===== config.mk =====
export PLATFORM = sky130hd
export DESIGN_NAME = vblank_seq
export DESIGN_NICKNAME = d
export VERILOG_FILES = /design/src/rtl/vblank_seq_pkg.sv /design/src/rtl/vblank_seq_ctrl.sv /design/src/rtl/vblank_seq_dp.sv /design/src/rtl/vblank_seq.sv
export SDC_FILE = /design/constraint.sdc
export NUM_CORES = 1
export LEC_CHECK = 0
export BUFFER_PORTS_ARGS = -buffer_cell sky130_fd_sc_hd__buf_2
export CORE_MARGIN = 10
export CORE_UTILIZATION = 50
export CTS_CLUSTER_DIAMETER = 120
export DETAILED_ROUTE_END_ITERATION = 16
export GPL_ROUTABILITY_DRIVEN = 0
export PLACE_DENSITY = 0.72
export SETUP_SLACK_MARGIN = 0.5
export SYNTH_ARGS = -nofsm -noshare
export SYNTH_HDL_FRONTEND = slang
export SYNTH_HIERARCHICAL = 1
export SYNTH_SLANG_ARGS = --single-unit
export TNS_END_PERCENT = 50

===== constraint.sdc =====
create_clock -name clk -period 11.7 [get_ports clk]
set_input_delay 3.51 -clock clk [delete_from_list [all_inputs] [get_ports clk]]
set_output_delay 3.51 -clock clk [all_outputs]
set_load 0.005 [all_outputs]

===== src/rtl/vblank_seq_pkg.sv =====
package vblank_seq_pkg;

  // Sequencer state; the numeric codes are visible on the mode port.
  typedef enum logic [1:0] {
    VM_RENDER    = 2'd0,
    VM_SPARE     = 2'd1,
    VM_SWAP_WAIT = 2'd2,
    VM_SYNC_WAIT = 2'd3
  } vMode_e;

  // Strobes from control to datapath.
  typedef struct packed {
    logic cntClear;
    logic startFire;
    logic swapFire;
    logic endFire;
  } seqStrobe_t;

  // Interval-complete flags from datapath to control.
  typedef struct packed {
    logic renderDone;
    logic swapDue;
    logic blankDone;
  } seqFlags_t;

endpackage


===== src/rtl/vblank_seq_ctrl.sv =====
module vblank_seq_ctrl
  import vblank_seq_pkg::*;
(
  input  logic       clk,
  input  logic       rst,
  input  seqFlags_t  flags,
  output seqStrobe_t strobe,
  output vMode_e     mode
);

  vMode_e modeQ;
  vMode_e modeD;

  always_comb begin
    modeD  = modeQ;
    strobe = '0;
    case (modeQ)
      VM_RENDER: begin
        if (flags.renderDone) begin
          modeD            = VM_SWAP_WAIT;
          strobe.cntClear  = 1'b1;
          strobe.startFire = 1'b1;
        end
      end
      VM_SWAP_WAIT: begin
        // The counter keeps running: the blank end stays timed from blank start.
        if (flags.swapDue) begin
          modeD           = VM_SYNC_WAIT;
          strobe.swapFire = 1'b1;
        end
      end
      VM_SYNC_WAIT: begin
        if (flags.blankDone) begin
          modeD           = VM_RENDER;
          strobe.cntClear = 1'b1;
          strobe.endFire  = 1'b1;
        end
      end
      default: begin
        modeD           = VM_RENDER;
        strobe.cntClear = 1'b1;
      end
    endcase
  end

  always_ff @(posedge clk) begin
    if (rst) modeQ <= VM_RENDER;
    else     modeQ <= modeD;
  end

  assign mode = modeQ;

endmodule


===== src/rtl/vblank_seq_dp.sv =====
module vblank_seq_dp
  import vblank_seq_pkg::*;
#(
  parameter int LINE_W       = 12,
  parameter int FRAME_W      = 20,
  parameter int NTSC_LINES   = 26,
  parameter int PAL_LINES    = 22,
  parameter int DELAY_HALVES = 7
) (
  input  logic               clk,
  input  logic               rst,
  input  logic [LINE_W-1:0]  lineCycles,
  input  logic               palMode,
  input  logic [FRAME_W-1:0] frameCycles,
  input  seqStrobe_t         strobe,
  input  logic               statusClr,
  input  logic               maskWr,
  input  logic               maskWrData,
  output seqFlags_t          flags,
  output logic               vblankStart,
  output logic               vblankEnd,
  output logic               fieldBit,
  output logic               syncStatus,
  output logic               irqReq,
  output logic               maskBit
);

  localparam int MUL_W = LINE_W + 6;
  localparam int CNT_W = FRAME_W;
  localparam int CMP_W = ((FRAME_W > MUL_W) ? FRAME_W : MUL_W) + 1;
  localparam logic [CMP_W-1:0] CMP_ONE = CMP_W'(1);
  localparam logic [CNT_W-1:0] CNT_ONE = CNT_W'(1);

  // Interval lengths
  logic [MUL_W-1:0]   lineCount;
  logic [MUL_W-1:0]   blankLen;
  logic [MUL_W-1:0]   swapHalves;
  logic [MUL_W-1:0]   swapLen;
  logic [FRAME_W-1:0] halfFrame;
  logic [CMP_W-1:0]   renderLen;

  assign lineCount  = palMode ? MUL_W'(PAL_LINES) : MUL_W'(NTSC_LINES);
  assign blankLen   = MUL_W'(lineCycles) * lineCount;
  // Delay counted in half scanlines, then halved once: integer only.
  assign swapHalves = MUL_W'(lineCycles) * MUL_W'(DELAY_HALVES);
  assign swapLen    = swapHalves >> 1;
  assign halfFrame  = frameCycles >> 1;
  assign renderLen  = CMP_W'(halfFrame) - CMP_W'(blankLen);

  // Cycle counter
  logic [CNT_W-1:0] cntQ;
  logic [CMP_W-1:0] cntNext;

  assign cntNext = CMP_W'(cntQ) + CMP_ONE;

  always_ff @(posedge clk) begin
    if (rst || strobe.cntClear) cntQ <= '0;
    else                        cntQ <= cntQ + CNT_ONE;
  end

  assign flags.renderDone = (cntNext >= renderLen);
  assign flags.swapDue    = (cntNext >= CMP_W'(swapLen));
  assign flags.blankDone  = (cntNext >= CMP_W'(blankLen));

  // Boundary pulses
  logic startQ;
  logic endQ;

  always_ff @(posedge clk) begin
    if (rst) begin
      startQ <= 1'b0;
      endQ   <= 1'b0;
    end else begin
      startQ <= strobe.startFire;
      endQ   <= strobe.endFire;
    end
  end

  assign vblankStart = startQ;
  assign vblankEnd   = endQ;

  // Field, status, mask, interrupt
  logic fieldQ;
  logic statusQ;
  logic maskQ;
  logic irqQ;

  always_ff @(posedge clk) begin
    if (rst) fieldQ <= 1'b0;
    else if (strobe.swapFire) fieldQ <= ~fieldQ;
  end

  always_ff @(posedge clk) begin
    if (rst)                   statusQ <= 1'b0;
    else if (strobe.swapFire)  statusQ <= 1'b1;   // set wins over clear
    else if (statusClr)        statusQ <= 1'b0;
  end

  always_ff @(posedge clk) begin
    if (rst)         maskQ <= 1'b1;
    else if (maskWr) maskQ <= maskWrData;
  end

  always_ff @(posedge clk) begin
    if (rst) irqQ <= 1'b0;
    else     irqQ <= strobe.swapFire & ~statusQ & ~maskQ;
  end

  assign fieldBit   = fieldQ;
  assign syncStatus = statusQ;
  assign irqReq     = irqQ;
  assign maskBit    = maskQ;

endmodule


===== src/rtl/vblank_seq.sv =====
module vblank_seq
  import vblank_seq_pkg::*;
#(
  parameter int LINE_W  = 12,
  parameter int FRAME_W = 20
) (
  input  logic               clk,
  input  logic               rst,
  input  logic [LINE_W-1:0]  lineCycles,
  input  logic               palMode,
  input  logic [FRAME_W-1:0] frameCycles,
  input  logic               statusClr,
  input  logic               maskWr,
  input  logic               maskWrData,
  output logic [1:0]         mode,
  output logic               vblankStart,
  output logic               vblankEnd,
  output logic               fieldBit,
  output logic               syncStatus,
  output logic               irqReq
);

  seqStrobe_t strobe;
  seqFlags_t  flags;
  vMode_e     modeState;
  logic       maskBit;

  vblank_seq_ctrl u_ctrl (
    .clk    (clk),
    .rst    (rst),
    .flags  (flags),
    .strobe (strobe),
    .mode   (modeState)
  );

  vblank_seq_dp #(
    .LINE_W  (LINE_W),
    .FRAME_W (FRAME_W)
  ) u_dp (
    .clk         (clk),
    .rst         (rst),
    .lineCycles  (lineCycles),
    .palMode     (palMode),
    .frameCycles (frameCycles),
    .strobe      (strobe),
    .statusClr   (statusClr),
    .maskWr      (maskWr),
    .maskWrData  (maskWrData),
    .flags       (flags),
    .vblankStart (vblankStart),
    .vblankEnd   (vblankEnd),
    .fieldBit    (fieldBit),
    .syncStatus  (syncStatus),
    .irqReq      (irqReq),
    .maskBit     (maskBit)
  );

  assign mode = modeState;

endmodule


==> results of run 1 <==
## where the power goes
part           internal [mW]  switching (mW)
Sequential            0.0965         0.00160
Combinational          0.335           0.434
Clock                 0.0301          0.0290
## cell type report
type | instances | area, µm²
inverters | 44 | 165
multi-input cells | 527 | 4470
repair buffers | 43 | 215
fillers | 1010 | 4640
well taps | 136 | 170
clock buffers | 4 | 55.1
flip-flops and latches | 28 | 561
## worst paths after layout
path / startpoint / to / slack [ns]
min reg2reg: u_dp/maskBit / u_dp/irqReq / 0.43
max: palMode / u_dp/cntQ[5] / 1.35
min: u_dp/maskBit / u_dp/irqReq / 0.43
max reg2reg: u_dp/cntQ[2] / u_dp/cntQ[5] / 7.17
## registers in the layout, summed over array words and instances, names as in the netlist
register,count
u_dp/vblankEnd,1
u_dp/syncStatus,1
u_dp/cntQ,20
u_ctrl/mode,2
u_dp/vblankStart,1
u_dp/irqReq,1
u_dp/maskBit,1
u_dp/fieldBit,1
## synth_stat cells (all sizes together) (5+ instances only)
cell    count  area (µm²)
a211oi      8        60.1
a21o       16         120
a21oi      32         164
and2        7        43.8
and3        8        56.3
clkbuf      7        26.3
dfxtp      28         561
fa         33         661
ha        104        1300
inv        44         165
maj3        5        53.8
nand2      32         120
nand2b     14        87.6
nand3      14        70.1
nand4      14        87.6
nor2       44         165
nor2b      29         181
nor3        9        50.1
o211ai      6        45.0
o21a       14         105
o21ai      20         100
o21bai      5        37.5
xnor2      28         253
xor2       27         236
## logic make-up (layout without fill, tap and decap cells)
group	Yosys count	count (layout)	synth area share
fa+ha+maj	142	142	0.384
other cells	1	1	0.000714
mux	1	1	0.00191
compound gates	135	135	0.177
flops	28	28	0.107
buf+inv	54	91	0.0410
simple gates	193	193	0.195
xor+xnor	55	55	0.0932
## through the flow
step | worst slack (ns) | instances | total power [mW]
finish | 1.35 | 782 | 0.926
global route | 0.902 | 782 | 1.03
CTS | 1.37 | 782 | 0.925
detailed placement | 1.11 | 778 | 0.863
global placement | 1.33 | 778 | 0.825
floorplan | 1.87 | 609 | 0.704
## worst max-delay path, cell delays in order
cell and delay (ns):
buf_2 0.30, and2_1 0.20, fa_1 0.43, fa_1 0.47
ha_1 0.32, ha_1 0.25, fa_1 0.44, a21o_1 0.19
a41oi_1 0.29, and3_4 0.26, nor2_1 0.06, xnor2_1 0.16
ha_1 0.37, o21a_1 0.14, nor2_1 0.04, a31oi_1 0.39
a21oi_1 0.14, o31ai_1 0.36, nand4_1 0.13, and3_1 0.17
ha_1 0.30, a21o_1 0.17, a21o_1 0.17, a21oi_1 0.18
o211ai_1 0.18, a22o_1 0.26, or2_2 0.46, nor2b_1 0.17
## layer usage
layer,up-vias,track usage
met3,12,0.0106
met4,0,0.0368
met2,80,0.293
li1,2258,-
met5,-,0
met1,2141,0.201
==> results.cfg, run 1 <==
[routing]
drc = 0
vias_per_cell = 5.74
top_layer = met4
drtAntennaViolNets = 0
wl_met1_um = 5300
routed_wl_um = 11700
wl_met3_um = 362
post_drt_wl_per_cell_um = 15.0
dr.first_iter.drc_count = 198
vias = 4491
met2_wirelength_um = 5920
drtPass1Iterations = 4

[worst_hold_path]
hold_class = reg -> reg
hold_depth = 1

[logic_synthesis]
syn_area_mm2 = 0.00525
async_flop_share = 0
yosysSeqAreaShare = 0.107
synth_seq_cells = 28
synth_ff_type = dfxtp_1
avgSynthCellArea_um2 = 8.62
synth.distinct_cells = 67
synthCells = 609
synth_edf_count = 0
yosysWarnings = 6
synth_nets = 784

[clock_network]
cts-buffers-inserted = 3
clock_path_buffers = 2
h-tree-depth = 1
post_cts_buffers = 0
clkTransAtPathRegs_ns = 0.09
cts_tree = yes
clock_tree.root_cell = clkbuf_8
clkSinkCount = 28
cts_resized = 0
holdBufCountCts = 0
clock_latency_ns = 0.27

[layout]
drive_gt1_frac = 0.0913
final_nets = 822
fin_util = 0.549
antennaDiodeCount = 0
finish.instance_area_mm2 = 0.00564
layout_commonest_cell = ha_1
mostFrequentLayoutCells = ha_1, nor2_1, inv_1
syn2layout_area_growth_pct = 7.44

[grt]
grt_pass1_vias = 4634
grt_pass1_wl_um = 20600
grt_overflow = 0
grt_max_degree = 25
grt_usage = 0.160
grt_antenna_before_repair = 0

[timing]
finalSetupViolations = 0
tightestPinTransition_ns = 0.656
fin_crit_sh = 0.885
slew_viol_final = 0
whs_ns = 0.427
grt_setup_unrepaired = no
tns_ns = 0
hold_violations = 0
finClkSkew_ns = 0.00616
fmax_mhz = 96.6
min_period_ns = 10.35
max-slew-margin-rel = 0.561

[worst_setup_path]
critPathCaptureType = register
cp.arrival_ns = 10.55
reg2reg_depth = 14
crit_required_ns = 11.90
critPathLaunchType = input port
crit_fanout = 24
worstSetupPathType = in -> reg

[die]
initial_core_util = 0.511
die_x_um = 122
num_rows = 37
die_area_mm2 = 0.0150
fp.dieH_um = 122
core_mm2 = 0.0103
io_pins = 45

[outcome]
status = complete, no violations

[power]
p_leak_nw = 2.74
vdd_drop_max_mv = 0.0689
powerDensity_mw_per_mm2 = 164

[placed_design]
placed_area_mm2 = 0.00559
place_hpwl_um = 10300
port-buffer-count = 43

[job]
drv_cap = 0
Note: power is estimated with default switching activity, not from simulation.
==> inputs of run 2 (changes only) <==
--- a/config.mk
+++ b/config.mk
@@ -11,6 +11,7 @@
 export CTS_CLUSTER_DIAMETER = 120
 export DETAILED_ROUTE_END_ITERATION = 16
 export GPL_ROUTABILITY_DRIVEN = 0
+export MAX_ROUTING_LAYER = met4
 export PLACE_DENSITY = 0.72
 export SETUP_SLACK_MARGIN = 0.5
 export SYNTH_ARGS = -nofsm -noshare
==> run 2 against run 1 <==
Compared with the run above: clock-buffer cell count is the same; core utilization is the same; maximum frequency rose by 0.31%; critical path type unchanged; critical endpoint unchanged; largest power group unchanged.
==> results.cfg, run 2 (synthesized netlist as in run 1, its figures left out) <==
[worst_setup_path]
crit_fanout = 24
cp_num_buf_inv = 1
crit_slowest_cell = fa_1
cp.arrival_ns = 10.52
critPathCaptureType = register
critPathLaunchType = input port
worstSetupPathType = in -> reg
cp_top_family = adder cells
max_stage_delay_ns = 0.47
path_common_cell = ha_1
r2r_slack_ns = 7.18
crit_required_ns = 11.90

[power]
total_power_uw = 927
pwr-share-comb = 0.831
swShare = 0.502
vdd_drop_max_mv = 0.0691
power.switching_uw = 465
power_frac_clock = 0.063
powerDensity_mw_per_mm2 = 164
internal_power_uw = 462
power_frac_seq = 0.106
p_leak_nw = 2.74

[clock_network]
cts-buffers-inserted = 3
post_cts_buffers = 0
clkTransAtPathRegs_ns = 0.09
clock_path_buffers = 2
cts_resized = 0
cts_tree = yes
clkSinkCount = 28
clock_latency_ns = 0.27
holdBufCountCts = 0
h-tree-depth = 1
clock_tree.root_cell = clkbuf_8

[timing]
slew_viol_final = 0
min_period_ns = 10.32
tns_ns = 0
max-slew-margin-rel = 0.571
grt_setup_unrepaired = no
fmax_mhz = 96.9
hold_violations = 0
tightestPinTransition_ns = 0.641
finClkSkew_ns = 0.00934
whs_ns = 0.427
finalSetupViolations = 0
fin_ws_ns = 1.38
fin_crit_sh = 0.882

[die]
die_x_um = 122
die_area_mm2 = 0.0150
io_pins = 45
core_mm2 = 0.0103
fp.dieH_um = 122
num_rows = 37
initial_core_util = 0.511

[layout]
mostFrequentLayoutCells = ha_1, nor2_1, inv_1
fin_util = 0.549
largest_reg_flops = 20
antennaDiodeCount = 0
nFillCells = 1010
syn2layout_area_growth_pct = 7.44
drive_gt1_frac = 0.0913
regMostFlops = u_dp/cntQ
layout_commonest_cell = ha_1
fin_cells = 782
final_nets = 822
finish.instance_area_mm2 = 0.00564

[placed_design]
pre_cts_ws_ns = 1.11
place_hpwl_um = 10300
placed_area_mm2 = 0.00559
port-buffer-count = 43
place_inst = 778

[outcome]
status = complete, no violations

[routing]
dr.first_iter.drc_count = 214
drtAntennaViolNets = 0
post_drt_wl_per_cell_um = 15.0
routed_wl_um = 11800
drc = 0
vias = 4518
drtPass1Iterations = 4
vias_per_cell = 5.78

[grt]
grt_usage = 0.165
grt_pass1_vias = 4634
grt_pass1_wl_um = 20500
grt_max_degree = 25
grt_antenna_before_repair = 0
grt_overflow = 0

[worst_hold_path]
hold_class = reg -> reg

[job]
drv_cap = 0
-- run 2: cell counts in the layout (fill, tap and decap cells not counted) --
No cell type changed its count.
-- run 2: final timing paths --
kind         cells after the start          from           end
max                             28       palMode  u_dp/cntQ[5]
min                              1  u_dp/maskBit   u_dp/irqReq
max reg2reg                     14  u_dp/cntQ[2]  u_dp/cntQ[5]
min reg2reg                      1  u_dp/maskBit   u_dp/irqReq
-- run 2: area by class of cell --
| class | instances | area [µm²] | share of cell area |
|---|---|---|---|
| tap | 136 | 170 | 0.0302 |
| timing repair buffer | 43 | 215 | 0.0382 |
| sequential | 28 | 561 | 0.0994 |
| multi-input combinational | 527 | 4470 | 0.793 |
| inverter | 44 | 165 | 0.0293 |
| clock buffer | 4 | 55.1 | 0.00976 |
-- run 2: power groups by stage --
stage                     Clock (mW)  Sequential, mW  Combinational [mW]
after floorplan                    0          0.0998               0.604
after global placement             0           0.100               0.725
after detailed placement           0           0.100               0.763
after CTS                     0.0598          0.0980               0.767
after global routing          0.0646          0.0983               0.868
final                         0.0585          0.0980               0.770
-- run 2: worst reg2reg max path, cell delays in order, from the launching register on --
cell	delay, ns
dfxtp_1	0.42
and4_1	0.28
nand4_1	0.28
xnor2_1	0.49
ha_1	0.33
and3_1	0.19
a2111oi_0	0.47
a221oi_1	0.13
a2111oi_0	0.49
a2bb2oi_1	0.22
o21ai_1	0.13
nand2b_1	0.19
a22o_1	0.18
or2_2	0.46
nor2b_1	0.18
-- run 2: routing by layer --
metal,routed length (µm),GRT usage,up-vias
li1,-,-,2261
met1,5380,0.201,2172
met2,5970,0.293,73
met3,270,0.00826,12
met4,153,0.0368,0
met5,0,-,-
